## config.mk

```make
export PLATFORM = sky130hd
export DESIGN_NAME = sdram_cmd_seq
export DESIGN_NICKNAME = d
export VERILOG_FILES = /design/src/rtl/sdcs_pkg.sv /design/src/rtl/sdcs_arb.sv /design/src/rtl/sdcs_swq.sv /design/src/rtl/sdcs_fsm.sv /design/src/rtl/sdcs_pins.sv /design/src/rtl/sdram_cmd_seq.sv
export SDC_FILE = /design/constraint.sdc
export NUM_CORES = 1
export LEC_CHECK = 0
export ABC_AREA = 1
export BUFFER_PORTS_ARGS = -buffer_cell sky130_fd_sc_hd__buf_4
export CAP_MARGIN = 10
export CORE_ASPECT_RATIO = 0.9
export CORE_MARGIN = 2
export CORE_UTILIZATION = 50
export DETAILED_ROUTE_END_ITERATION = 12
export PLACE_DENSITY = 0.78
export SKIP_CTS_REPAIR_TIMING = 1
export SYNTH_ARGS = -nofsm -noshare
export SYNTH_HDL_FRONTEND = slang
export SYNTH_SLANG_ARGS = --single-unit
```

## constraint.sdc

```tcl
create_clock -name clk -period 1.9 [get_ports clk]
set_input_delay 0.19 -clock clk [delete_from_list [all_inputs] [get_ports clk]]
set_output_delay 0.19 -clock clk [all_outputs]
set_load 0.005 [all_outputs]
```

## src/rtl/sdcs_pkg.sv

```systemverilog
// Package: shared types for the SDRAM command sequencer.
// Holds the pin command set, the command codes written by software,
// the sequencer states and the function that maps a pin command to pin levels.
package sdcs_pkg;

    typedef enum logic [3:0] {
        PC_DESL, PC_NOP, PC_ACT, PC_PREA, PC_READ, PC_WRITE,
        PC_MRS, PC_BST, PC_AREF, PC_SRE, PC_SRHOLD, PC_SRX
    } pin_cmd_e;

    typedef enum logic [2:0] {
        ST_IDLE, ST_GAP, ST_REC, ST_SWC, ST_SREF
    } seq_st_e;

    localparam logic [3:0] SW_ACT  = 4'd1;
    localparam logic [3:0] SW_PREA = 4'd2;
    localparam logic [3:0] SW_RD   = 4'd3;
    localparam logic [3:0] SW_RDA  = 4'd4;
    localparam logic [3:0] SW_WR   = 4'd5;
    localparam logic [3:0] SW_WRA  = 4'd6;
    localparam logic [3:0] SW_MRS  = 4'd7;
    localparam logic [3:0] SW_BST  = 4'd8;
    localparam logic [3:0] SW_AREF = 4'd9;
    localparam logic [3:0] SW_SRE  = 4'd10;
    localparam logic [3:0] SW_SRX  = 4'd11;

    localparam int AP_BIT = 10;

    typedef struct packed {
        logic cke;
        logic cs_n;
        logic ras_n;
        logic cas_n;
        logic we_n;
        logic dqm;
    } ctl_pins_t;

    // Map a pin command to clock enable, selects and mask levels.
    function automatic ctl_pins_t encode(input pin_cmd_e c);
        ctl_pins_t p;
        p = '{cke: 1'b1, cs_n: 1'b0, ras_n: 1'b1, cas_n: 1'b1, we_n: 1'b1, dqm: 1'b1};
        case (c)
            PC_DESL:   p.cs_n = 1'b1;
            PC_ACT:    p.ras_n = 1'b0;
            PC_PREA:   begin p.ras_n = 1'b0; p.we_n = 1'b0; end
            PC_READ:   begin p.cas_n = 1'b0; p.dqm = 1'b0; end
            PC_WRITE:  begin p.cas_n = 1'b0; p.we_n = 1'b0; p.dqm = 1'b0; end
            PC_MRS:    begin p.ras_n = 1'b0; p.cas_n = 1'b0; p.we_n = 1'b0; end
            PC_BST:    p.we_n = 1'b0;
            PC_AREF:   begin p.ras_n = 1'b0; p.cas_n = 1'b0; end
            PC_SRE:    begin p.cke = 1'b0; p.ras_n = 1'b0; p.cas_n = 1'b0; end
            PC_SRHOLD: begin p.cke = 1'b0; p.cs_n = 1'b1; end
            PC_SRX:    p.cs_n = 1'b1;
            default:   p = p;
        endcase
        return p;
    endfunction

endpackage

```

## src/rtl/sdcs_arb.sv

```systemverilog
// Fixed-priority arbiter: the lowest request index wins.
// Assumes requests are sampled only when the sequencer is idle.
module sdcs_arb #(
    parameter int NUM_MST = 3,
    localparam int IDX_W = (NUM_MST > 1) ? $clog2(NUM_MST) : 1
) (
    input  logic               clk,
    input  logic               rst_n,
    input  logic [NUM_MST-1:0] req,
    output logic [IDX_W-1:0]   idx,
    output logic               any
);

    logic [NUM_MST:0]   blk;
    logic [NUM_MST-1:0] gnt;

    assign blk[0] = 1'b0;

    // One grant stage per master; a lower index blocks all higher ones.
    for (genvar gi = 0; gi < NUM_MST; gi++) begin : g_stage
        assign gnt[gi]     = req[gi] & ~blk[gi];
        assign blk[gi + 1] = blk[gi] | req[gi];
    end

    assign any = blk[NUM_MST];

    // Turn the one-hot grant into an index.
    always_comb begin
        idx = '0;
        for (int i = 0; i < NUM_MST; i++) begin
            if (gnt[i]) idx = IDX_W'(i);
        end
    end

    // at most one master granted, and only one that requests
    p_gnt_onehot_r6: assert property (@(posedge clk) disable iff (!rst_n)
        $onehot0(gnt) && ((gnt & ~req) == '0));

endmodule

```

## src/rtl/sdcs_swq.sv

```systemverilog
// Software command holder: passes a command write straight through
// when the sequencer takes it at once, and otherwise keeps one command
// until it is taken. A newer write replaces the held one. Cleared while disabled.
module sdcs_swq #(
    parameter int ADDR_W = 13
) (
    input  logic              clk,
    input  logic              rst_n,
    input  logic              en,
    input  logic              wr,
    input  logic [3:0]        code,
    input  logic [ADDR_W-1:0] addr,
    input  logic              take,
    output logic              vld,
    output logic [3:0]        code_o,
    output logic [ADDR_W-1:0] addr_o
);

    logic              pend_q;
    logic [3:0]        code_q;
    logic [ADDR_W-1:0] addr_q;

    // Offer the held command first, otherwise the write of this cycle.
    always_comb begin
        vld    = en && (pend_q || wr);
        code_o = pend_q ? code_q : code;
        addr_o = pend_q ? addr_q : addr;
    end

    // Hold, replace or release the stored command.
    always_ff @(posedge clk) begin
        if (!rst_n || !en) begin
            pend_q <= 1'b0;
            code_q <= '0;
            addr_q <= '0;
        end else if (wr) begin
            if (pend_q || !take) begin
                pend_q <= 1'b1;
                code_q <= code;
                addr_q <= addr;
            end
        end else if (take) begin
            pend_q <= 1'b0;
        end
    end

    // a held command stays held until taken or replaced
    p_hold_until_take_r10: assert property (@(posedge clk) disable iff (!rst_n)
        (pend_q && en && !take && !wr) |=> (pend_q && $stable(code_q)));

endmodule

```

## src/rtl/sdcs_fsm.sv

```systemverilog
// Access and command sequencer.
// Chooses the next pin command every cycle: it grants master accesses
// (activate, tRCD gap, column command with auto precharge, recovery gap),
// issues software commands and tracks self refresh.
// Assumes TRCD_CYC >= 0, REC_CYC >= 1 and COL_W <= 10.
module sdcs_fsm
    import sdcs_pkg::*;
#(
    parameter int NUM_MST  = 3,
    parameter int ADDR_W   = 13,
    parameter int COL_W    = 9,
    parameter int TRCD_CYC = 2,
    parameter int REC_CYC  = 2,
    localparam int IDX_W = (NUM_MST > 1) ? $clog2(NUM_MST) : 1,
    localparam int CMAX  = (TRCD_CYC > REC_CYC) ? TRCD_CYC : REC_CYC,
    localparam int CNT_W = $clog2(CMAX + 1)
) (
    input  logic                      clk,
    input  logic                      rst_n,
    input  logic                      en,
    input  logic [NUM_MST-1:0]        mst_req,
    input  logic [NUM_MST-1:0]        mst_wr,
    input  logic [NUM_MST*ADDR_W-1:0] mst_row,
    input  logic [NUM_MST*COL_W-1:0]  mst_col,
    input  logic                      sw_vld,
    input  logic [3:0]                sw_code,
    input  logic [ADDR_W-1:0]         sw_addr,
    output logic                      sw_take,
    output pin_cmd_e                  nxt_cmd,
    output logic [ADDR_W-1:0]         nxt_addr,
    output logic                      busy,
    output logic [NUM_MST-1:0]        done
);

    seq_st_e            st_q, st_d;
    logic [CNT_W-1:0]   cnt_q, cnt_d;
    logic [IDX_W-1:0]   mst_q;
    logic               wr_q;
    logic [COL_W-1:0]   col_q;
    logic [NUM_MST-1:0] done_q, done_vec;
    logic               load, fin;
    logic [IDX_W-1:0]   gnt_idx;
    logic               gnt_any;

    sdcs_arb #(.NUM_MST(NUM_MST)) u_arb (
        .clk   (clk),
        .rst_n (rst_n),
        .req   (mst_req),
        .idx   (gnt_idx),
        .any   (gnt_any)
    );

    // Build a column address with the auto-precharge bit.
    function automatic logic [ADDR_W-1:0] col_addr(input logic [COL_W-1:0] c, input logic ap);
        logic [ADDR_W-1:0] a;
        a         = '0;
        a[COL_W-1:0] = c;
        a[AP_BIT] = ap;
        return a;
    endfunction

    // Next-state, next pin command and take decisions.
    always_comb begin
        st_d     = st_q;
        cnt_d    = cnt_q;
        nxt_cmd  = PC_NOP;
        nxt_addr = '0;
        sw_take  = 1'b0;
        load     = 1'b0;
        fin      = 1'b0;
        case (st_q)
            ST_IDLE: begin
                if (!en) begin
                    nxt_cmd = PC_DESL;
                end else if (sw_vld) begin
                    sw_take = 1'b1;
                    st_d    = ST_SWC;
                    case (sw_code)
                        SW_ACT:  begin nxt_cmd = PC_ACT;   nxt_addr = sw_addr; end
                        SW_PREA: nxt_cmd = PC_PREA;
                        SW_RD:   begin nxt_cmd = PC_READ;  nxt_addr = col_addr(sw_addr[COL_W-1:0], 1'b0); end
                        SW_RDA:  begin nxt_cmd = PC_READ;  nxt_addr = col_addr(sw_addr[COL_W-1:0], 1'b1); end
                        SW_WR:   begin nxt_cmd = PC_WRITE; nxt_addr = col_addr(sw_addr[COL_W-1:0], 1'b0); end
                        SW_WRA:  begin nxt_cmd = PC_WRITE; nxt_addr = col_addr(sw_addr[COL_W-1:0], 1'b1); end
                        SW_MRS:  begin nxt_cmd = PC_MRS;   nxt_addr = sw_addr; end
                        SW_BST:  nxt_cmd = PC_BST;
                        SW_AREF: nxt_cmd = PC_AREF;
                        SW_SRE:  begin nxt_cmd = PC_SRE;   st_d = ST_SREF; end
                        default: st_d = ST_IDLE;
                    endcase
                end else if (gnt_any) begin
                    load     = 1'b1;
                    nxt_cmd  = PC_ACT;
                    nxt_addr = mst_row[int'(gnt_idx)*ADDR_W +: ADDR_W];
                    st_d     = ST_GAP;
                    cnt_d    = CNT_W'(TRCD_CYC);
                end
            end
            ST_GAP: begin
                if (cnt_q != '0) begin
                    cnt_d = cnt_q - 1'b1;
                end else begin
                    nxt_cmd  = wr_q ? PC_WRITE : PC_READ;
                    nxt_addr = col_addr(col_q, 1'b1);
                    st_d     = ST_REC;
                    cnt_d    = CNT_W'(REC_CYC);
                end
            end
            ST_REC: begin
                if (cnt_q == CNT_W'(1)) begin
                    st_d = ST_IDLE;
                    fin  = 1'b1;
                end else begin
                    cnt_d = cnt_q - 1'b1;
                end
            end
            ST_SWC: st_d = ST_IDLE;
            ST_SREF: begin
                nxt_cmd = PC_SRHOLD;
                if (sw_vld) begin
                    sw_take = 1'b1;
                    if (sw_code == SW_SRX) begin
                        nxt_cmd = PC_SRX;
                        st_d    = ST_SWC;
                    end
                end
            end
            default: st_d = ST_IDLE;
        endcase
    end

    // Completion pulse goes to the master captured at grant.
    always_comb begin
        for (int i = 0; i < NUM_MST; i++) begin
            done_vec[i] = fin && (mst_q == IDX_W'(i));
        end
    end

    // State, counter and captured access fields.
    always_ff @(posedge clk) begin
        if (!rst_n) begin
            st_q   <= ST_IDLE;
            cnt_q  <= '0;
            mst_q  <= '0;
            wr_q   <= 1'b0;
            col_q  <= '0;
            done_q <= '0;
        end else begin
            st_q   <= st_d;
            cnt_q  <= cnt_d;
            done_q <= done_vec;
            if (load) begin
                mst_q <= gnt_idx;
                wr_q  <= mst_wr[gnt_idx];
                col_q <= mst_col[int'(gnt_idx)*COL_W +: COL_W];
            end
        end
    end

    assign busy = (st_q != ST_IDLE);
    assign done = done_q;

    // only one master is told of completion at a time
    p_done_onehot_r6: assert property (@(posedge clk) disable iff (!rst_n)
        $onehot0(done_q));

    // completion coincides with the return to idle
    p_done_idle_r5: assert property (@(posedge clk) disable iff (!rst_n)
        (done_q != '0) |-> (st_q == ST_IDLE));

    // self refresh is left only through a command cycle
    p_sref_exit_r11: assert property (@(posedge clk) disable iff (!rst_n)
        (st_q == ST_SREF) |=> (st_q == ST_SREF || st_q == ST_SWC));

    // no new access is loaded unless the sequencer was idle
    p_grant_idle_r7: assert property (@(posedge clk) disable iff (!rst_n)
        (st_q == ST_GAP && $past(st_q) != ST_GAP) |-> ($past(st_q) == ST_IDLE));

endmodule

```

## src/rtl/sdcs_pins.sv

```systemverilog
// Pin register: turns the next pin command into registered levels on
// clock enable, selects, mask and address. Precharge-all forces bit 10 high.
// Assumes ADDR_W > 10.
module sdcs_pins
    import sdcs_pkg::*;
#(
    parameter int ADDR_W = 13
) (
    input  logic              clk,
    input  logic              rst_n,
    input  pin_cmd_e          cmd,
    input  logic [ADDR_W-1:0] addr,
    output ctl_pins_t         pins,
    output logic [ADDR_W-1:0] a
);

    ctl_pins_t         pins_q;
    logic [ADDR_W-1:0] a_q;

    // Register the encoded pins; reset shows deselect.
    always_ff @(posedge clk) begin
        if (!rst_n) begin
            pins_q <= encode(PC_DESL);
            a_q    <= '0;
        end else begin
            pins_q <= encode(cmd);
            a_q    <= addr;
            if (cmd == PC_PREA) a_q[AP_BIT] <= 1'b1;
        end
    end

    assign pins = pins_q;
    assign a    = a_q;

    // clock enable only falls with the self refresh entry pattern
    p_cke_fall_sre_r11: assert property (@(posedge clk) disable iff (!rst_n)
        $fell(pins_q.cke) |-> (!pins_q.cs_n && !pins_q.ras_n && !pins_q.cas_n && pins_q.we_n));

    // clock enable only rises with all four selects high
    p_cke_rise_desel_r12: assert property (@(posedge clk) disable iff (!rst_n)
        $rose(pins_q.cke) |-> (pins_q.cs_n && pins_q.ras_n && pins_q.cas_n && pins_q.we_n));

    // a low mask is only seen with a column command
    p_dqm_low_col_r4: assert property (@(posedge clk) disable iff (!rst_n)
        !pins_q.dqm |-> (!pins_q.cs_n && pins_q.ras_n && !pins_q.cas_n && pins_q.cke));

endmodule

```

## src/rtl/sdram_cmd_seq.sv

```systemverilog
// Top of the SDRAM command sequencer: joins the software command holder,
// the sequencer and the pin register. All SDRAM pins are registered.
// Assumes one SDRAM device and level requests from masters.
module sdram_cmd_seq
    import sdcs_pkg::*;
#(
    parameter int NUM_MST  = 3,
    parameter int ADDR_W   = 13,
    parameter int COL_W    = 9,
    parameter int TRCD_CYC = 2,
    parameter int REC_CYC  = 2
) (
    input  logic                      clk,
    input  logic                      rst_n,
    input  logic                      en,
    input  logic [NUM_MST-1:0]        mst_req,
    input  logic [NUM_MST-1:0]        mst_wr,
    input  logic [NUM_MST*ADDR_W-1:0] mst_row,
    input  logic [NUM_MST*COL_W-1:0]  mst_col,
    output logic [NUM_MST-1:0]        mst_done,
    input  logic                      sw_wr,
    input  logic [3:0]                sw_code,
    input  logic [ADDR_W-1:0]         sw_addr,
    output logic                      sd_cke,
    output logic                      sd_cs_n,
    output logic                      sd_ras_n,
    output logic                      sd_cas_n,
    output logic                      sd_we_n,
    output logic                      sd_dqm,
    output logic [ADDR_W-1:0]         sd_a,
    output logic                      busy
);

    logic              q_vld, q_take;
    logic [3:0]        q_code;
    logic [ADDR_W-1:0] q_addr;
    pin_cmd_e          nxt_cmd;
    logic [ADDR_W-1:0] nxt_addr;
    ctl_pins_t         pins;

    sdcs_swq #(.ADDR_W(ADDR_W)) u_swq (
        .clk    (clk),
        .rst_n  (rst_n),
        .en     (en),
        .wr     (sw_wr),
        .code   (sw_code),
        .addr   (sw_addr),
        .take   (q_take),
        .vld    (q_vld),
        .code_o (q_code),
        .addr_o (q_addr)
    );

    sdcs_fsm #(
        .NUM_MST  (NUM_MST),
        .ADDR_W   (ADDR_W),
        .COL_W    (COL_W),
        .TRCD_CYC (TRCD_CYC),
        .REC_CYC  (REC_CYC)
    ) u_fsm (
        .clk      (clk),
        .rst_n    (rst_n),
        .en       (en),
        .mst_req  (mst_req),
        .mst_wr   (mst_wr),
        .mst_row  (mst_row),
        .mst_col  (mst_col),
        .sw_vld   (q_vld),
        .sw_code  (q_code),
        .sw_addr  (q_addr),
        .sw_take  (q_take),
        .nxt_cmd  (nxt_cmd),
        .nxt_addr (nxt_addr),
        .busy     (busy),
        .done     (mst_done)
    );

    sdcs_pins #(.ADDR_W(ADDR_W)) u_pins (
        .clk   (clk),
        .rst_n (rst_n),
        .cmd   (nxt_cmd),
        .addr  (nxt_addr),
        .pins  (pins),
        .a     (sd_a)
    );

    assign sd_cke   = pins.cke;
    assign sd_cs_n  = pins.cs_n;
    assign sd_ras_n = pins.ras_n;
    assign sd_cas_n = pins.cas_n;
    assign sd_we_n  = pins.we_n;
    assign sd_dqm   = pins.dqm;

    // disabled and idle in one cycle means deselect in the next
    p_disabled_desl_r1: assert property (@(posedge clk) disable iff (!rst_n)
        $past(!en && !busy) |-> (sd_cs_n && sd_cke && sd_a == '0));

endmodule

```

# ---- Yosys cells after proc, flatten, opt, wreduce, memory -nomap -nowiden
# Index checks and enable logic that the tools add are counted.
# W data, S select, Z words.
dict set report word_totals {
  wordCells 153
  inputBits 93
  out_inout_bits 23
  reg_bits 57
}
dict set report classes {
  n_reduce_logical 33
  eq_ne 37
  order_cmp 1
  bitwise 6
  n_mux 55
  mul 2
  n_addsub 1
  shift 2
}
# cell n
set op_table {}
lappend op_table {{$mux W13} 4}
lappend op_table {{$pmux W13 S3} 1}
lappend op_table {{$shiftx A39 B32 Y13} 1}
lappend op_table {{$eq A4 B3 Y1 const B} 8}
lappend op_table {{$eq A4 B4 Y1 const B} 8}
lappend op_table {{$pmux W4 S8} 1}
lappend op_table {{$shiftx A27 B32 Y9} 1}
lappend op_table {{$pmux W13 S2} 1}
lappend op_table {{$mux W1} 22}
lappend op_table {{$mux W3} 7}
lappend op_table {{$mux W4} 5}
lappend op_table {{$eq A4 B2 Y1 const B} 4}
lappend op_table {{$mux W2} 7}
lappend op_table {{$reduce_or A2 Y1} 7}
lappend op_table {{$mul A2 B4 Y6 const B} 2}
lappend op_table {{$pmux W3 S4} 1}
lappend op_table {{$pmux W4 S3} 1}
lappend op_table {{$mux W11} 1}
lappend op_table {{$ne A2 B2 Y1 const B} 5}
lappend op_table {{$reduce_or A5 Y1} 2}
lappend op_table {{$reduce_or A9 Y1} 1}
lappend op_table {{$ne A2 B1 Y1 const B} 4}
lappend op_table {{$pmux W2 S3} 1}
lappend op_table {{$pmux W3 S2} 1}
lappend op_table {{27 further kinds} 41}

# ---- Longest topological paths before layout
dict set report depth {
  ltp_word 11
  ltp_mapped 15
  mapped_depth_nobuf 14
}

# ---- By module
# Synthesis repeated with hierarchy kept, for this count alone.
dict set report unflattened {
  cells_unflattened 590
  hier_area_um2 3722.3
}
# mod area_each_um2 cells_each n_inst
set modules_own_cells {}
lappend modules_own_cells {sdcs_fsm 1969.4 347 1}
lappend modules_own_cells {sdcs_swq 1083.5 157 1}
lappend modules_own_cells {sdcs_pins 636.9 79 1}
lappend modules_own_cells {sdcs_arb 32.5 7 1}

# ---- Worst setup path before layout
# OpenSTA, ideal clock, no wires.
dict set report synth_timing {
  kind {reg-to-reg}
  from {register u_swq.pend_q}
  to {register u_pins.pins_q (netlist bit u_pins.pins[3])}
  setup_slack_ns 0.406
  t_required_ns 1.776
  setup_ns 0.124
  path_stages_with_launch 15
  arrival_time_ns 1.370
  path_cell_list {dfxtp_1 -> buf_6 -> nand2_1 -> nand2_1 -> nand2_1 -> nor2_2 -> nor2_1 -> nand3_1 -> nand3_2 -> nand2_2 -> nand2_1 -> nand2_1 -> nand2_1 -> nand2_1 -> nand2_1}
}
dict set report synth_via {
  elab_chain_cells 10
  word_cells_on_any_way 29
  cone_classes {eq/ne (16); mux (8); reduce/logical (5)}
}
# element line_no
set synth_lines {}
lappend synth_lines {{start: declaration} sdcs_swq.sv:19} ;# logic pend_q;
lappend synth_lines {{start signal: assignment} sdcs_swq.sv:33} ;# pend_q <= 1'b0;
lappend synth_lines {{start signal: assignment} sdcs_swq.sv:38} ;# pend_q <= 1'b1;
lappend synth_lines {{start signal: assignment} sdcs_swq.sv:43} ;# pend_q <= 1'b0;
lappend synth_lines {{$mux W4} sdcs_swq.sv:26} ;# code_o = pend_q ? code_q : code;
lappend synth_lines {{$eq A4 B3 Y1 / $eq A4 B2 Y1 (equally long branches)} sdcs_fsm.sv:78} ;# case (sw_code)
lappend synth_lines {{$reduce_or A2 Y1 (no source line)} n/a}
lappend synth_lines {{$pmux W4 S8} sdcs_fsm.sv:78}
lappend synth_lines {{$mux W4} sdcs_fsm.sv:75} ;# end else if (sw_vld) begin
lappend synth_lines {{$mux W4} sdcs_fsm.sv:73} ;# if (!en) begin
lappend synth_lines {{$pmux W4 S3 (*)} sdcs_fsm.sv:71} ;# case (st_q)
lappend synth_lines {{$eq A4 B2 Y1 (tied with other cells)} sdcs_pkg.sv:42} ;# case (c)
lappend synth_lines {{$reduce_or A5 Y1 (no source line) (*)} n/a}
lappend synth_lines {{$mux W1 (*)} sdcs_pkg.sv:42}
lappend synth_lines {{end signal: assignment} sdcs_pins.sv:23} ;# pins_q <= encode(PC_DESL);
lappend synth_lines {{end signal: assignment} sdcs_pins.sv:26} ;# pins_q <= encode(cmd);
lappend synth_lines {{end: declaration} sdcs_pins.sv:17} ;# ctl_pins_t pins_q;
# Mark *: on every way between the ends. The rest lies on a longest branch, timed or not.
# A chain may end at the register's enable or synchronous reset.

# ---- Final worst setup path
dict set report layout_timing {
  from {register u_swq.pend_q}
  to {register u_pins.pins_q (netlist bit u_pins.pins[1])}
}
dict set report layout_via {
  elab_chain_cells 10
  word_cells_on_any_way 28
  cone_classes {eq/ne (15); mux (8); reduce/logical (5)}
}
# element line_no
set layout_lines {}
lappend layout_lines {{$mux W4} sdcs_swq.sv:26}
lappend layout_lines {{$eq A4 B3 Y1 / $eq A4 B2 Y1 (equally long branches)} sdcs_fsm.sv:78}
lappend layout_lines {{$reduce_or A2 Y1 (no source line)} n/a}
lappend layout_lines {{$pmux W4 S8} sdcs_fsm.sv:78}
lappend layout_lines {{$mux W4} sdcs_fsm.sv:75}
lappend layout_lines {{$mux W4} sdcs_fsm.sv:73}
lappend layout_lines {{$pmux W4 S3 (*)} sdcs_fsm.sv:71}
lappend layout_lines {{$eq A4 B3 Y1 / $eq A4 B2 Y1 (equally long branches)} sdcs_pkg.sv:42}
lappend layout_lines {{$reduce_or A4 Y1 (no source line) (*)} n/a}
lappend layout_lines {{$mux W1 (*)} sdcs_pkg.sv:42}
# Marks and branches as above.

==> flow_summary.toml <==
[floorplanning]
core_sq_um = 6180
die_width_um = 88.6
floorplan.die_area_sq_um = 7090
floorplan.io_pins = 116
die_y_um = 80.1
initial_utilization_pct = 52.1
placement_rows = 27

[final_layout]
final_net_count = 705
final_core_util_pct = 72.2
layout_cell_share_with_drive_strength_beyond_1_pct = 30.1
antenna-diode-count = 0
area_growth_pct = 38.7

[timing]
max_slew.worst_pin.slew_ps = 529
report.final.slew_viol_count = 0
rsz0062_at_grt = "false"
max-slew-margin-rel_pct = 64.7
period_minus_slack_ps = 1710
finalCritPeriodShare_pct = 90.1
finalSetupViolCount = 0
final.setup.tns_ps = 0
maximum_operating_frequency_mhz = 584
clock_skew_ps = 10.4
timing_hold_violations_final = 0

[placement]
place.detailed.hpwl_mm = 7.16
numPortBuffers = 115
finalWeightedCongestion = 0.891

[clock_network]
cts-root-to-sink-buffers = 2
clock-sinks = 57
cts_root_buf = "clkbuf_8"
tritoncts = "yes"
clk_pin_slew_worst_paths_ps = 70
h-tree-depth = 3
number_of_buffers_inserted_during_clock_tree_synthesis = 9
clk_latency_ps = 340

[setup_path]
setup.worst_path.end_class = "flop"
worstPathMaxFanout = 12
cp.arrival_ps = 1950
critPathRequiredTime_ps = 2130
worst-r2r-cell-count = 12
timing.setup.critical_path_class = "reg -> reg"
critPathLaunchType = "flop"

[pwr]
power_per_cell_area_nw_per_um2 = 965
comb_power_share_pct = 36.0
clkPwrFrac_pct = 29.5
seq_power_share_pct = 34.5
swShare_pct = 35.4
peakVddDrop_uv = 468
total_leakage_power_nw = 2.13
int_pwr_mw = 2.78
net-switching-power_mw = 1.52

[routing]
drtIter0Drc = 161
drt_wl_total_mm = 9.55
via_per_inst = 5.23
drt-wirelength-per-cell_um = 13.6
residual_drc_count = 0
final_antenna_net_count = 0
drtPass1Iterations = 5
via_count = 3669

[synthesis]
ys_seq_area_share_pct = 35.5
asyncSetResetFlopFracSynth_pct = 0
synthCells = 489
netlist_area_sq_um = 3220
yosysWarnings = 0
postSynthRegisterBits = 57
mapped_nets = 585
edff_count_synth = 0
ys.flop_type = "dfxtp_1"
netlist-cell-type-count = 33
post_synth.cell_area_avg_sq_um = 6.58

[flow_run]
max_cap_viol_count = 0

[global_routing]
antenna_violations_before_repair = 0
remaining_global_route_overflow = 0
grt_max_degree = 41
grt_util_all_layers_pct = 27.8
first_global_vias = 3360
grt_first_pass_wirelength_mm = 15.3

[outcome]
run_status = "complete, no violations"

[min_path]
hold_path_class = "in -> reg"
min_path_cells = 3
metrics by stage:
step	area [sq um]	power (mW)	hold slack, ps	setup slack (ps)	instances
after floorplan	3220	2.45	324	406	489
after global placement	4210	2.96	443	196	684
after detailed placement	4210	3.00	455	122	684
after CTS	4430	4.25	112	109	700
after global routing	4460	4.57	121	21.9	701
final	4460	4.31	123	188	701
layout by cell type (no fill, tap or decap), types with 3 or more instances in the layout:
cell type and instances:
mux2i_1 8, nand2_2 15, o21ai_0 58, ha_1 3
buf_4 129, dfxtp_1 56, inv_1 34, nand3_1 31
nor3_2 3, o21ai_1 3, clkbuf_8 10, nand3_2 3
nand2_4 3, nor2_1 49, nand2_1 124, inv_2 5
nor2_2 3, a21oi_1 38, o211ai_1 12
cell type report:
cell class / count / area (sq um)
Multi-Input combinational cell: 370 / 1840
Fill cell: 515 / 1720
Sequential cell: 57 / 1140
Timing Repair Buffer: 131 / 1000
Inverter: 40 / 150
Clock buffer: 11 / 141
Tap cell: 87 / 109
Clock inverter: 5 / 78.8
logic make-up (layout without fill, tap and decap cells):
logic type	Yosys count	after routing	synth area share [%]
flops	57	57	35.5
buf+inv	63	187	8.05
fa+ha+maj	3	3	1.17
compound gates	119	119	20.1
simple gates	239	240	32.8
mux	8	8	2.49
state kept, by name, indices dropped and copies added, names as in the netlist:
name and flops:
u_fsm.cnt_q 2, u_fsm.col_q 9, u_fsm.done 3, u_fsm.mst_q 2
u_fsm.st_q 3, u_fsm.wr_q 1, u_pins.a 13, u_pins.pins 6
u_swq.addr_q 13, u_swq.code_q 4, u_swq.pend_q 1
power groups by stage:
stage | sequential, mW | combinational (mW) | clock (mW)
2_1_floorplan | 1.49 | 0.954 | 0
3_3_place_gp | 1.50 | 1.46 | 0
3_5_place_dp | 1.51 | 1.49 | 0
4_1_cts | 1.48 | 1.50 | 1.27
5_1_grt | 1.51 | 1.74 | 1.32
6_report | 1.49 | 1.55 | 1.27
worst paths after layout:
path	start	endpoint	slack, ps
max reg2reg	u_swq.pend_q	u_pins.pins[1]	190
min	sw_addr[12]	u_swq.addr_q[12]	120
min reg2reg	u_fsm.col_q[7]	u_pins.a[7]	470
max	u_swq.pend_q	u_pins.pins[1]	190
critical path: stages, from the launching register on:
cell and delay (ps):
dfxtp_2 380, buf_6 170, nand2_1 80, nand2_2 150, nand2_4 100, nor3_4 200, nand2_1 80, nand2_1 80
a21oi_2 40, inv_1 100, nand3_2 110, nand2_1 80, nand2_1 40
layer usage:
layer  part of all wire (%)  track usage, %  vias up
met5                      0               0        -
met4                    1.9            8.79        0
met3                    7.9            6.68       20
met2                     49            46.6      171
met1                     42            35.0     1628
li1                       -               -     1850
synthesized netlist by cell type (2+ instances only):
master	number	area share, %
ha_1	3	1.2
nor4_1	2	0.39
nor2_1	49	5.7
mux2i_1	8	2.5
dfxtp_1	57	35
o21ai_0	58	9.0
inv_2	5	0.58
clkbuf_1	10	1.2
o21ai_2	2	0.54
a31oi_1	2	0.39
o21ai_1	3	0.47
nand2_2	14	2.7
nor3_1	4	0.62
nand3_2	3	0.93
buf_6	2	0.70
nand4_1	2	0.39
nand3_1	31	4.8
nor3_2	2	0.62
o211ai_1	12	2.8
nand2_1	125	15
a21oi_1	38	5.9
inv_1	34	4.0
nand2_4	3	1.0
buf_2	6	0.93
nor2_2	2	0.39
buf_1	5	0.58
Power figures use the tool's default switching activity.
